### src/rtl/xlat_pkg.sv
`timescale 1ns/1ps
package xlat_pkg;

   localparam int NWIN    = 2;
   localparam int HADDR_W = 64;

   typedef enum logic [1:0] {
      RESP_OKAY   = 2'b00,
      RESP_EXOKAY = 2'b01,
      RESP_SLVERR = 2'b10,
      RESP_DECERR = 2'b11
   } axi_resp_e;

   // byte-lane merge of a 32-bit word under a 4-bit strobe
   function automatic logic [31:0] strb_merge(input logic [31:0] old_w,
                                              input logic [31:0] new_w,
                                              input logic [3:0]  strb);
      logic [31:0] r;
      r = old_w;
      for (int b = 0; b < 4; b++) begin
         if (strb[b]) r[8*b +: 8] = new_w[8*b +: 8];
      end
      return r;
   endfunction

endpackage

### src/rtl/xlat_win_regs.sv
`timescale 1ns/1ps
module xlat_win_regs #(
   parameter int          WIN_BITS = 23,
   parameter logic [63:0] RST_HOST = 64'h0000_0000_A000_0000
) (
   input  logic        clk,
   input  logic        rst_n,
   input  logic        wr_hi,
   input  logic        wr_lo,
   input  logic [31:0] wdata,
   input  logic [3:0]  wstrb,
   output logic [31:0] hi_q,
   output logic [31:0] lo_q
);
   import xlat_pkg::*;

   localparam logic [31:0] LO_KEEP = {{(32-WIN_BITS){1'b1}}, {WIN_BITS{1'b0}}};

   always_ff @(posedge clk or negedge rst_n) begin
      if (!rst_n) begin
         hi_q <= RST_HOST[63:32];
         lo_q <= RST_HOST[31:0] & LO_KEEP;
      end else begin
         if (wr_hi) hi_q <= strb_merge(hi_q, wdata, wstrb);
         if (wr_lo) lo_q <= strb_merge(lo_q, wdata, wstrb) & LO_KEEP;
      end
   end

   AST_LO_LOW_ZERO: assert property (@(posedge clk) disable iff (!rst_n)
      lo_q[WIN_BITS-1:0] == '0);
   AST_HI_FULL_WRITE: assert property (@(posedge clk) disable iff (!rst_n)
      (wr_hi && wstrb == 4'hF) |=> hi_q == $past(wdata));

endmodule

### src/rtl/xlat_csr.sv
`timescale 1ns/1ps
module xlat_csr #(
   parameter int                               CSR_AW   = 12,
   parameter int                               WIN_BITS = 23,
   parameter int                               REG_BASE = 'h208,
   parameter logic [xlat_pkg::NWIN*64-1:0]     WIN_RST  = {64'h0000_0000_C000_0000, 64'h0000_0000_A000_0000}
) (
   input  logic                          clk,
   input  logic                          rst_n,
   input  logic                          awvalid,
   output logic                          awready,
   input  logic [CSR_AW-1:0]             awaddr,
   input  logic                          wvalid,
   output logic                          wready,
   input  logic [31:0]                   wdata,
   input  logic [3:0]                    wstrb,
   output logic                          bvalid,
   input  logic                          bready,
   output logic [1:0]                    bresp,
   input  logic                          arvalid,
   output logic                          arready,
   input  logic [CSR_AW-1:0]             araddr,
   output logic                          rvalid,
   input  logic                          rready,
   output logic [31:0]                   rdata,
   output logic [1:0]                    rresp,
   output logic [xlat_pkg::NWIN*32-1:0]  base_hi,
   output logic [xlat_pkg::NWIN*32-1:0]  base_lo
);
   import xlat_pkg::*;

   logic            wr_go, rd_go;
   logic [NWIN-1:0] wr_hi, wr_lo;
   logic [31:0]     rd_val;

   assign wr_go   = awvalid & wvalid & ~bvalid;
   assign awready = wr_go;
   assign wready  = wr_go;
   assign arready = ~rvalid;
   assign rd_go   = arvalid & arready;
   assign bresp   = RESP_OKAY;
   assign rresp   = RESP_OKAY;

   for (genvar i = 0; i < NWIN; i++) begin : g_win
      localparam logic [CSR_AW-1:0] HI_OFS = CSR_AW'(REG_BASE + 8*i);
      localparam logic [CSR_AW-1:0] LO_OFS = CSR_AW'(REG_BASE + 8*i + 4);

      assign wr_hi[i] = wr_go & (awaddr == HI_OFS);
      assign wr_lo[i] = wr_go & (awaddr == LO_OFS);

      xlat_win_regs #(
         .WIN_BITS (WIN_BITS),
         .RST_HOST (WIN_RST[64*i +: 64])
      ) u_regs (
         .clk   (clk),
         .rst_n (rst_n),
         .wr_hi (wr_hi[i]),
         .wr_lo (wr_lo[i]),
         .wdata (wdata),
         .wstrb (wstrb),
         .hi_q  (base_hi[32*i +: 32]),
         .lo_q  (base_lo[32*i +: 32])
      );
   end

   always_comb begin
      rd_val = '0;
      for (int i = 0; i < NWIN; i++) begin
         if (araddr == CSR_AW'(REG_BASE + 8*i))     rd_val = base_hi[32*i +: 32];
         if (araddr == CSR_AW'(REG_BASE + 8*i + 4)) rd_val = base_lo[32*i +: 32];
      end
   end

   always_ff @(posedge clk or negedge rst_n) begin
      if (!rst_n) begin
         bvalid <= 1'b0;
         rvalid <= 1'b0;
         rdata  <= '0;
      end else begin
         if (wr_go)       bvalid <= 1'b1;
         else if (bready) bvalid <= 1'b0;
         if (rd_go) begin
            rvalid <= 1'b1;
            rdata  <= rd_val;
         end else if (rready) begin
            rvalid <= 1'b0;
         end
      end
   end

   AST_B_AFTER_WRITE: assert property (@(posedge clk) disable iff (!rst_n)
      (awvalid && wvalid && !bvalid) |=> bvalid);
   AST_B_HOLD: assert property (@(posedge clk) disable iff (!rst_n)
      (bvalid && !bready) |=> bvalid);
   AST_NO_HALF_WRITE: assert property (@(posedge clk) disable iff (!rst_n)
      (!bvalid && !(awvalid && wvalid)) |=> !bvalid);
   AST_R_HOLD: assert property (@(posedge clk) disable iff (!rst_n)
      (rvalid && !rready) |=> (rvalid && $stable(rdata)));

endmodule

### src/rtl/xlat_decode.sv
`timescale 1ns/1ps
module xlat_decode #(
   parameter int                           WIN_BITS  = 23,
   parameter logic [xlat_pkg::NWIN*32-1:0] WIN_BASES = {32'h8000_0000, 32'h8080_0000}
) (
   input  logic [31:0]                   addr,
   input  logic [xlat_pkg::NWIN*32-1:0]  base_hi,
   input  logic [xlat_pkg::NWIN*32-1:0]  base_lo,
   output logic                          hit_any,
   output logic [xlat_pkg::HADDR_W-1:0]  haddr
);
   import xlat_pkg::*;

   localparam int TAG_W = 32 - WIN_BITS;

   logic [NWIN-1:0]  hit;
   logic [31:0]      offset;

   assign offset = {{TAG_W{1'b0}}, addr[WIN_BITS-1:0]};

   for (genvar i = 0; i < NWIN; i++) begin : g_cmp
      localparam logic [TAG_W-1:0] TAG = WIN_BASES[32*i + WIN_BITS +: TAG_W];
      assign hit[i] = (addr[31:WIN_BITS] == TAG);
   end

   assign hit_any = |hit;

   always_comb begin
      haddr = '0;
      for (int i = 0; i < NWIN; i++) begin
         if (hit[i]) haddr = haddr | {base_hi[32*i +: 32], base_lo[32*i +: 32] | offset};
      end
   end

endmodule

### src/rtl/xlat_req_stage.sv
`timescale 1ns/1ps
module xlat_req_stage (
   input  logic                          clk,
   input  logic                          rst_n,
   input  logic                          req_valid,
   output logic                          req_ready,
   input  logic                          req_write,
   input  logic                          hit_any,
   input  logic [xlat_pkg::HADDR_W-1:0]  haddr,
   output logic                          fwd_valid,
   input  logic                          fwd_ready,
   output logic [xlat_pkg::HADDR_W-1:0]  fwd_addr,
   output logic                          fwd_write,
   output logic                          err_valid,
   input  logic                          err_ready,
   output xlat_pkg::axi_resp_e           err_resp
);
   import xlat_pkg::*;

   logic               full_q, is_err_q, write_q;
   logic [HADDR_W-1:0] haddr_q;
   logic               drain, accept;

   assign drain     = full_q & ((~is_err_q & fwd_ready) | (is_err_q & err_ready));
   assign req_ready = ~full_q | drain;
   assign accept    = req_valid & req_ready;

   always_ff @(posedge clk or negedge rst_n) begin
      if (!rst_n) begin
         full_q   <= 1'b0;
         is_err_q <= 1'b0;
         write_q  <= 1'b0;
         haddr_q  <= '0;
      end else if (accept) begin
         full_q   <= 1'b1;
         is_err_q <= ~hit_any;
         write_q  <= req_write;
         haddr_q  <= hit_any ? haddr : '0;
      end else if (drain) begin
         full_q   <= 1'b0;
      end
   end

   assign fwd_valid = full_q & ~is_err_q;
   assign err_valid = full_q & is_err_q;
   assign fwd_addr  = haddr_q;
   assign fwd_write = write_q;
   assign err_resp  = is_err_q ? RESP_DECERR : RESP_OKAY;

   AST_FWD_HOLD: assert property (@(posedge clk) disable iff (!rst_n)
      (fwd_valid && !fwd_ready) |=> (fwd_valid && $stable(fwd_addr)));
   AST_ERR_HOLD: assert property (@(posedge clk) disable iff (!rst_n)
      (err_valid && !err_ready) |=> err_valid);
   AST_ONE_RESULT: assert property (@(posedge clk) disable iff (!rst_n)
      $onehot0({fwd_valid, err_valid}));
   AST_STALL_IN: assert property (@(posedge clk) disable iff (!rst_n)
      (fwd_valid && !fwd_ready) |-> !req_ready);

endmodule

### src/rtl/addr_window_xlat.sv
`timescale 1ns/1ps
module addr_window_xlat #(
   parameter int                           CSR_AW    = 12,
   parameter int                           WIN_BITS  = 23,
   parameter int                           REG_BASE  = 'h208,
   parameter logic [xlat_pkg::NWIN*32-1:0] WIN_BASES = {32'h8000_0000, 32'h8080_0000},
   parameter logic [xlat_pkg::NWIN*64-1:0] WIN_RST   = {64'h0000_0000_C000_0000, 64'h0000_0000_A000_0000}
) (
   input  logic              clk,
   input  logic              rst_n,
   input  logic              req_valid,
   output logic              req_ready,
   input  logic [31:0]       req_addr,
   input  logic              req_write,
   output logic              fwd_valid,
   input  logic              fwd_ready,
   output logic [63:0]       fwd_addr,
   output logic              fwd_write,
   output logic              err_valid,
   input  logic              err_ready,
   output logic [1:0]        err_resp,
   input  logic              csr_awvalid,
   output logic              csr_awready,
   input  logic [CSR_AW-1:0] csr_awaddr,
   input  logic              csr_wvalid,
   output logic              csr_wready,
   input  logic [31:0]       csr_wdata,
   input  logic [3:0]        csr_wstrb,
   output logic              csr_bvalid,
   input  logic              csr_bready,
   output logic [1:0]        csr_bresp,
   input  logic              csr_arvalid,
   output logic              csr_arready,
   input  logic [CSR_AW-1:0] csr_araddr,
   output logic              csr_rvalid,
   input  logic              csr_rready,
   output logic [31:0]       csr_rdata,
   output logic [1:0]        csr_rresp
);
   import xlat_pkg::*;

   localparam int TAG_W = 32 - WIN_BITS;

   // elaboration-time parameter checks
   if (WIN_BITS < 12 || WIN_BITS > 30) begin : g_bad_win_bits
      $error("WIN_BITS out of range");
   end
   if ((REG_BASE % 8) != 0 || (REG_BASE + 8*NWIN) > (1 << CSR_AW)) begin : g_bad_reg_base
      $error("REG_BASE misaligned or outside the register space");
   end
   for (genvar i = 0; i < NWIN; i++) begin : g_chk
      if (WIN_BASES[32*i +: WIN_BITS] != '0) begin : g_bad_base
         $error("window base not aligned to window size");
      end
      if (WIN_RST[64*i +: WIN_BITS] != '0) begin : g_bad_rst
         $error("reset translation not aligned to window size");
      end
   end
   if (WIN_BASES[WIN_BITS +: TAG_W] == WIN_BASES[32 + WIN_BITS +: TAG_W]) begin : g_overlap
      $error("windows overlap");
   end

   logic [NWIN*32-1:0] base_hi, base_lo;
   logic               hit_any;
   logic [HADDR_W-1:0] haddr;
   axi_resp_e          err_code;

   xlat_csr #(
      .CSR_AW   (CSR_AW),
      .WIN_BITS (WIN_BITS),
      .REG_BASE (REG_BASE),
      .WIN_RST  (WIN_RST)
   ) u_csr (
      .clk     (clk),
      .rst_n   (rst_n),
      .awvalid (csr_awvalid),
      .awready (csr_awready),
      .awaddr  (csr_awaddr),
      .wvalid  (csr_wvalid),
      .wready  (csr_wready),
      .wdata   (csr_wdata),
      .wstrb   (csr_wstrb),
      .bvalid  (csr_bvalid),
      .bready  (csr_bready),
      .bresp   (csr_bresp),
      .arvalid (csr_arvalid),
      .arready (csr_arready),
      .araddr  (csr_araddr),
      .rvalid  (csr_rvalid),
      .rready  (csr_rready),
      .rdata   (csr_rdata),
      .rresp   (csr_rresp),
      .base_hi (base_hi),
      .base_lo (base_lo)
   );

   xlat_decode #(
      .WIN_BITS  (WIN_BITS),
      .WIN_BASES (WIN_BASES)
   ) u_dec (
      .addr    (req_addr),
      .base_hi (base_hi),
      .base_lo (base_lo),
      .hit_any (hit_any),
      .haddr   (haddr)
   );

   xlat_req_stage u_stage (
      .clk       (clk),
      .rst_n     (rst_n),
      .req_valid (req_valid),
      .req_ready (req_ready),
      .req_write (req_write),
      .hit_any   (hit_any),
      .haddr     (haddr),
      .fwd_valid (fwd_valid),
      .fwd_ready (fwd_ready),
      .fwd_addr  (fwd_addr),
      .fwd_write (fwd_write),
      .err_valid (err_valid),
      .err_ready (err_ready),
      .err_resp  (err_code)
   );

   assign err_resp = err_code;

   AST_DECERR_CODE: assert property (@(posedge clk) disable iff (!rst_n)
      err_valid |-> err_resp == 2'b11);
   AST_FWD_OFFSET: assert property (@(posedge clk) disable iff (!rst_n)
      (req_valid && req_ready && hit_any) |=>
         fwd_addr[WIN_BITS-1:0] == $past(req_addr[WIN_BITS-1:0]));

endmodule

### config.mk
export PLATFORM = sky130hd
export DESIGN_NAME = addr_window_xlat
export DESIGN_NICKNAME = d
export VERILOG_FILES = /design/src/rtl/xlat_pkg.sv /design/src/rtl/xlat_win_regs.sv /design/src/rtl/xlat_csr.sv /design/src/rtl/xlat_decode.sv /design/src/rtl/xlat_req_stage.sv /design/src/rtl/addr_window_xlat.sv
export SDC_FILE = /design/constraint.sdc
export NUM_CORES = 1
export LEC_CHECK = 0
export BUFFER_PORTS_ARGS = -buffer_cell sky130_fd_sc_hd__buf_2
export CAP_MARGIN = 20
export CORE_MARGIN = 5
export CORE_UTILIZATION = 54
export CTS_CLUSTER_DIAMETER = 150
export DETAILED_ROUTE_END_ITERATION = 10
export PLACE_DENSITY_LB_ADDON = 0.25
export SYNTH_ARGS = -nofsm -noshare
export SYNTH_HDL_FRONTEND = slang
export SYNTH_HIERARCHICAL = 1
export SYNTH_SLANG_ARGS = --single-unit
### constraint.sdc
create_clock -name clk -period 2.2 [get_ports clk]
set_input_delay 0.22 -clock clk [delete_from_list [all_inputs] [get_ports clk]]
set_output_delay 0.22 -clock clk [all_outputs]
set_load 0.05 [all_outputs]
After elaboration in Yosys (flattened, before gate mapping) --
Index checks and enable logic that the tools add are counted.
Word-level totals: register bits after elaboration 183, logic and storage cells 82, input bits 103
Cells by class: bitwise gates (word level) 23, equal/unequal tests 10, reductions and logical operators 16, muxes and demuxes 14
Operators with widths (number):
- 64-bit 2-to-1 mux | 3
- 32-bit 2-to-1 mux | 4
- 12-bit by 10-bit == test with 1-bit output, second input constant | 8
- 32-bit by 23-bit OR with 32-bit output | 2
- 64-bit OR | 1
- 2-bit AND reduction | 12
- 9-bit == test, second input constant | 2
- 1-bit bitwise AND | 13
- 1-bit 2-to-1 mux | 6
- 2-bit nonzero test | 3
- 1-bit NOT | 5
- 2-bit 2-to-1 mux | 1
- 1-bit OR | 2
- 2-bit OR reduction | 1

Logic depth before layout (Yosys ltp) --
Gate-level depths: netlist (run 1).
depth in word-level cells 7, mapped depth 8, depth with buffers taken out 5

Cells and area by module --
The synthesis (run 1) kept the hierarchy.
By module, submodules not included:
- xlat_win_regs | cells each 112, times used 2, area each 1699.1 µm²
- xlat_req_stage | cells each 238, times used 1, area each 2866.5 µm²
- xlat_csr | cells each 254, times used 1, area each 2449.8 µm²
- xlat_decode | cells each 175, times used 1, area each 1356.3 µm²

Worst setup path after synthesis (run 1) --
OpenSTA, ideal clock, no wires.
path kind register -> register, from reg u_csr.bvalid, to reg u_csr.g_win[0].u_regs.hi_q[0], period minus slack after synthesis 2.760 ns, slack -0.560 ns, stages on the path, launching flop included 6, required time 2.075 ns, buffers on the path 0, arrival 2.635 ns, cells stage by stage dfrtp_1 -> and3b_1 -> nand4_1 -> nor4_1 -> nand2_2 -> mux2_2
On the way: longest elaborated chain between the ends 4
Ends and longest elaborated chain:
- start, declared | RTL line xlat_csr.sv:17 | output logic bvalid,
- start signal, assigned | RTL line xlat_csr.sv:76 | bvalid <= 1'b0;
- start signal, assigned | RTL line xlat_csr.sv:80 | if (wr_go) bvalid <= 1'b1;
- start signal, assigned | RTL line xlat_csr.sv:81 | else if (bready) bvalid <= 1'b0;
- 1-bit NOT | RTL line xlat_csr.sv:36 | assign wr_go = awvalid & wvalid & ~bvalid;
- 1-bit bitwise AND | RTL line xlat_csr.sv:36
- net csr_awready | RTL line addr_window_xlat.sv:23 | output logic csr_awready,
- 1-bit bitwise AND | RTL line xlat_csr.sv:48 | assign wr_hi[i] = wr_go & (awaddr == HI_OFS);
- net u_csr.wr_hi[0] | RTL line xlat_csr.sv:33 | logic [NWIN-1:0] wr_hi, wr_lo;
- 2-bit AND reduction (no source line)
- end signal, assigned | RTL line xlat_win_regs.sv:21 | hi_q <= RST_HOST[63:32];
- end signal, assigned | RTL line xlat_win_regs.sv:24 | if (wr_hi) hi_q <= strb_merge(hi_q, wdata, wstrb);
- end, declared | RTL line xlat_win_regs.sv:12 | output logic [31:0] hi_q,
The timed path passes the listed nets, and every way through them passes these cells. A chain may end at the register's enable or synchronous reset.

Worst setup path after layout (run 1) --
from reg u_stage.is_err_q, to out req_ready
On the way: longest elaborated chain between the ends 5, elaborated cells on any way between the ends 6, classes of those cells bitwise: 6
Ends and longest elaborated chain:
- start, declared | RTL line xlat_req_stage.sv:20 | logic full_q, is_err_q, write_q;
- start signal, assigned | RTL line xlat_req_stage.sv:36 | is_err_q <= ~hit_any;
- 1-bit NOT | RTL line xlat_req_stage.sv:24 | assign drain = full_q & ((~is_err_q & fwd_ready) | (is_err_q & err_ready));
- 1-bit bitwise AND | RTL line xlat_req_stage.sv:24
- 1-bit OR (*) | RTL line xlat_req_stage.sv:24
- 1-bit bitwise AND (*) | RTL line xlat_req_stage.sv:24
- 1-bit OR (*) | RTL line xlat_req_stage.sv:25 | assign req_ready = ~full_q | drain;
- end, declared | RTL line addr_window_xlat.sv:12 | output logic req_ready,
Mark *: on every way between the ends. The rest lies on a longest branch, timed or not.

==> results of run 1 <==
-- state kept, by name, indices dropped and copies added, names as in the netlist, 18 cells and up --
name and flops:
u_csr/g_win.u_regs/hi_q 64, u_csr/rdata 32, u_csr/g_win.u_regs/lo_q 18, u_stage/fwd_addr 64
-- layer usage --
metal | vias up | wire length, um | GRT usage, %
li1 | 3575 | - | -
met1 | 3895 | 12400 | 36.7
met2 | 320 | 12700 | 40.7
met3 | 42 | 1930 | 6.36
met4 | 8 | 378 | 6.73
met5 | - | 48 | 0
-- worst max-delay path, cell delays in order, from the launching register on --
cell and delay, ns:
dfrtp_1 0.61, mux2i_1 0.29, and2_2 0.32, inv_1 0.06
buf_2 0.21
-- cells by family after synthesis --
group | after synthesis | synth area share (%)
AO/OA/AOI/OAI | 157 | 13.6
buffers and inverters | 159 | 10.5
flip-flops | 183 | 45.5
multiplexers | 181 | 19.0
other | 3 | 0.112
AND/OR/NAND/NOR | 208 | 11.3
-- power breakdown --
| group | internal [mW] | switching [mW] | total (mW) |
|---|---|---|---|
| Sequential | 3.37 | 0.00882 | 3.38 |
| Clock | 1.62 | 1.40 | 3.03 |
| Combinational | 0.259 | 0.529 | 0.788 |
-- final timing paths --
path	startpoint	slack [ns]	depth (start not counted)	end
worst max register to register	u_csr/bvalid	0.24	6	u_csr/g_win[1].u_regs/hi_q[31]
worst min register to register	u_csr/rdata[7]	0.48	2	u_csr/rdata[7]
worst min-delay path	req_write	0.02	2	u_stage/fwd_write
min in group asynchronous	rst_n	0.34	2	u_stage/fwd_addr[6]
max in group asynchronous	rst_n	1.18	3	u_csr/g_win[0].u_regs/lo_q[29]
worst max-delay path	u_stage/is_err_q	0.05	4	req_ready
-- stage by stage --
step                utilization (%)  cell area [um^2]
finish                         63.2             11700
CTS                            63.1             11700
global route                   63.2             11700
floorplan                         -             10300
detailed placement             59.9             11100
global placement               59.9             11100
-- placed cells by master, fill, tap and decap left out, types with 31 or more instances in the layout --
master / n
buf_2: 206
conb_1: 50
dfrtp_1: 178
mux2_2: 83
mux2i_1: 98
nand3_1: 65
nand3b_1: 31
nor2_1: 34
nor3_1: 42
o22ai_1: 31
o2bb2ai_1: 63
-- area by class of cell --
| type | count | share of cell area [%] |
|---|---|---|
| diodes | 1 | 0.0214 |
| clock buffers | 18 | 3.75 |
| clock inverters | 13 | 1.15 |
| inverters | 29 | 0.930 |
| multi-input cells | 596 | 39.8 |
| flip-flops and latches | 183 | 39.2 |
| well taps | 234 | 2.50 |
| repair buffers | 242 | 12.6 |
-- repair_timing --
| item | 4_1_cts | 5_1_grt |
|---|---|---|
| cloned | 0 | 0 |
| endpoints found under the setup margin | 32 | 80 |
| pin swaps | 1 | 2 |
| hold endpoints to repair | 51 | 0 |
| resized for setup | 0 | 2 |
| hold buffers | 2 | 0 |
| setup buffers | 1 | 1 |
==> results.cfg, run 1 <==
[clock_network]
htreeDepth = 4
cts_max_path_buffers = 2
numCtsBuffers = 17
cts.sinks = 183
root_buffer = clkbuf_16
cts_tree = yes
clock_latency_ns = 0.43
clk_pin_slew_ns = 0.07

[layout]
multiInputGateArea_mm2 = 0.00466
area_growth_pct = 16.2
drive_gt1_share_pct = 37.5
nFillCells = 1507
regArea_mm2 = 0.00459
nets = 1172
fin_cells = 1316

[critical_path]
crit_arrival_ns = 1.93
critical_path_class = flop to output pin
cp_data_required_time_ns = 1.98
startpoint_type = flop
crit_fanout = 8
crit_path_end_kind = output pin

[floorplanning]
io-pin-count = 214
start_util_pct = 54.4
dieArea_mm2 = 0.0215
die_w_um = 147
num_rows = 50
die_h_um = 147
core-area_mm2 = 0.0185

[sta]
worstMarginPinSlew_ns = 0.520
post-route-min-period_ns = 2.15
finalMaxSlewViolations = 0
hold_violations = 0
maxSlewHeadroom_pct = 65.3
finClkSkew_ns = 0.00955
min_period_over_period_pct = 97.8
rsz0062_at_grt = no
tns_ns = 0
max_freq_mhz = 465
worst_slack_ns = 0.0485
setup_violations = 0
whs_ns = 0.0159

[logic_synthesis]
synth_area_leader_cell = dfrtp_1
synth_top_area_share_pct = 44.5
synth-seq-cells = 183
synth-warning-count = 6
synth_cells = 891
synthFlopType = dfrtp_1
yosys-top-cells-count = dfrtp_1 (179), mux2i_1 (98), mux2_2 (83), nand3_1 (65), o2bb2ai_1 (63)
async_flop_share_pct = 100
yosysUniqueCellTypes = 45
synthMostInstantiatedCell = dfrtp_1
synth-seq-area-share_pct = 45.5
syn_area_mm2 = 0.0101
synthTopCellsByArea = dfrtp_1 (44%), mux2i_1 (9.7%), mux2_2 (9.3%)
synth_edf_count = 0
syn_area_per_cell_um2 = 11.3

[global_routing]
grt_pass1_vias = 8203
grt_max_degree = 68
grt_usage_pct = 26.1
antenna_found_initial = 4
overflow = 0
grt_pass1_wl_um = 45100

[placed_design]
port_buffers = 209
hpwl_um = 18400
place_congestion = 0.840
pre_cts_ws_ns = -0.0671
placedCellCount = 1280

[route]
wirelength_um = 27500
wl_per_cell_um = 20.9
routed_via_density = 5.96
vias = 7840
ant_nets = 0
drt-pass1-iter-count = 5
drt-initial-drc-count = 498
drc = 0

[pwr]
power.total_mw = 7.20
power_per_cell_area_mw_per_mm2 = 615
ir_drop_mv = 0.534
leakagePower_nw = 5.82

[flow_run]
cap_violations = 0

[min_path]
min_path_type = input port to flop

[outcome]
status = completed
No activity file was read; power rests on OpenSTA's default activity.
==> inputs of run 2 (changes only) <==
--- a/config.mk
+++ b/config.mk
@@ -8,11 +8,10 @@
 export BUFFER_PORTS_ARGS = -buffer_cell sky130_fd_sc_hd__buf_2
 export CAP_MARGIN = 20
 export CORE_MARGIN = 5
-export CORE_UTILIZATION = 54
+export CORE_UTILIZATION = 53
 export CTS_CLUSTER_DIAMETER = 150
 export DETAILED_ROUTE_END_ITERATION = 10
 export PLACE_DENSITY_LB_ADDON = 0.25
 export SYNTH_ARGS = -nofsm -noshare
 export SYNTH_HDL_FRONTEND = slang
-export SYNTH_HIERARCHICAL = 1
 export SYNTH_SLANG_ARGS = --single-unit
==> run 2 against run 1 <==
Flip-flop and latch count stayed put. Count of clock-buffer cells in the layout shrank 1. Via count fell by 22%. First-iteration DRC count is 9.2% lower. Worst setup slack better by 0.11 ns. Sequential share of layout area grew 6.3 points. Clock skew up 0.0055 ns. Critical endpoint is now u_csr.g_win[0].u_regs.lo_q[25]. Largest cell class is now flip-flops and latches.
==> results.cfg, run 2 <==
[logic_synthesis]
synthMostInstantiatedCell = dfrtp_1
synth-warning-count = 0
synth-seq-cells = 183
synth_cells = 672
synth_area_leader_cell = dfrtp_1
synth-seq-area-share_pct = 55.9
synth_top_area_share_pct = 54.6
syn_area_per_cell_um2 = 12.2
async_flop_share_pct = 100
synthFlopType = dfrtp_1
yosysUniqueCellTypes = 48
synth_edf_count = 0
yosys-top-cells-count = dfrtp_1 (179), nand2_1 (113), mux2_2 (73), o21ai_0 (46), mux2i_1 (42)
synthTopCellsByArea = dfrtp_1 (55%), mux2_2 (10%), nand2_1 (5.2%)
syn_area_mm2 = 0.00821

[sta]
finClkSkew_ns = 0.0150
rsz0062_at_grt = no
worst_slack_ns = 0.155
maxSlewHeadroom_pct = 57.6
finalMaxSlewViolations = 0
min_period_over_period_pct = 93.0
setup_violations = 0
worstMarginPinSlew_ns = 0.634
hold_violations = 0
tns_ns = 0
post-route-min-period_ns = 2.05
max_freq_mhz = 489

[placed_design]
pre_cts_ws_ns = 0.0244
port_buffers = 209
place_congestion = 0.812
hpwl_um = 15000
placed_area_mm2 = 0.00944
placedCellCount = 1038

[clock_network]
cts.sinks = 183
clk_pin_slew_ns = 0.07
cts_max_path_buffers = 2
root_buffer = clkbuf_16
cts_tree = yes
clock_latency_ns = 0.43
htreeDepth = 4
cts.repair.resized = 0
numCtsBuffers = 17
cts_setup_buffers = 0

[pwr]
power.total_mw = 7.06
ir_drop_mv = 0.514
power_per_cell_area_mw_per_mm2 = 701
leakagePower_nw = 5.07

[critical_path]
crit_arrival_ns = 2.35
crit_path_end_kind = flop
crit_fanout = 9
startpoint_type = flop
cp_data_required_time_ns = 2.51
critical_path_class = flop to flop

[layout]
final_common_cell = buf_2
n_antenna_cell = 0
fin_cells = 1074
nFillCells = 1155
drive_gt1_share_pct = 42.2
area_growth_pct = 22.7
finalInstanceArea_mm2 = 0.0101
final_cell_mix = buf_2 (209), dfrtp_1 (179), nand2_1 (112), mux2_2 (73), o21ai_0 (46)
nets = 976

[route]
ant_nets = 0
drt-pass1-iter-count = 5
wl_per_cell_um = 19.7
drt-initial-drc-count = 452
vias = 6092
drc = 0
wirelength_um = 21100
routed_via_density = 5.67

[global_routing]
overflow = 0
antenna_found_initial = 1
grt_pass1_vias = 6557
grt_max_degree = 83
grt_pass1_wl_um = 34200
grt_usage_pct = 23.8

[floorplanning]
die_h_um = 134
die_w_um = 134
core-area_mm2 = 0.0152
start_util_pct = 54.0
num_rows = 45
io-pin-count = 214
dieArea_mm2 = 0.0181

[flow_run]
cap_violations = 0

[min_path]
min_path_type = input port to flop

[outcome]
status = completed
[run 2: area by class of cell]
class | instances | area [um^2] | area share (%)
flip-flops and latches | 183 | 4580 | 45.5
multi-input cells | 435 | 3360 | 33.3
repair buffers | 232 | 1280 | 12.7
clock buffers | 17 | 425 | 4.22
well taps | 188 | 235 | 2.34
clock inverters | 15 | 170 | 1.69
inverters | 4 | 15.0 | 0.149
[run 2: critical path, stage by stage (launching register included)]
cell      delay (ns)
dfrtp_1         0.40
nand3b_1        0.24
nor4_4          0.23
buf_4           0.22
and3_1          0.43
mux2_2          0.39
[run 2: metrics by stage]
stage / hold WS [ns] / util, %
global placement: 0.209 / 62.0
CTS: 0.0185 / 66.2
floorplan: -0.0756 / -
detailed placement: 0.221 / 62.1
finish: 0.0284 / 66.2
global route: 0.0214 / 66.2
[run 2: metal layers]
metal	share of wire, %	GRT usage [%]
met1	43	31.5
met2	49	39.5
met5	0.062	0
met4	1.1	5.60
met3	7.0	6.60
[run 2: final timing paths]
kind	depth (start not counted)	from	to	slack (ns)
hold reg to reg	2	u_stage.fwd_addr[25]	u_stage.fwd_addr[25]	0.48
setup / recovery	5	u_csr.bvalid	u_csr.g_win[0].u_regs.lo_q[25]	0.15
hold / removal	3	req_addr[10]	u_stage.fwd_addr[10]	0.03
max in group asynchronous	3	rst_n	u_csr.g_win[0].u_regs.lo_q[29]	1.20
setup reg to reg	5	u_csr.bvalid	u_csr.g_win[0].u_regs.lo_q[25]	0.15
min in group asynchronous	2	rst_n	u_stage.fwd_addr[46]	0.32
[run 2: cell families after synthesis]
family	after synthesis	synth area share, %
other	1	0.0457
and+or+nand+nor	164	10.7
AOI/OAI and AO/OA	133	11.3
buffers and inverters	57	3.57
DFF	183	55.9
muxes	134	18.5
[run 2: what timing repair did]
| item | 4_1_cts | 5_1_grt |
|---|---|---|
| endpoints found under the hold margin | 53 | 0 |
| setup endpoints to repair | 0 | 0 |
| hold buffers | 4 | 0 |
[run 2: report_power, final]
| group | switching, mW | internal [mW] | total, mW |
|---|---|---|---|
| combinational | 0.451 | 0.174 | 0.625 |
| sequential | 0.0148 | 3.38 | 3.40 |
| clock | 1.34 | 1.70 | 3.04 |
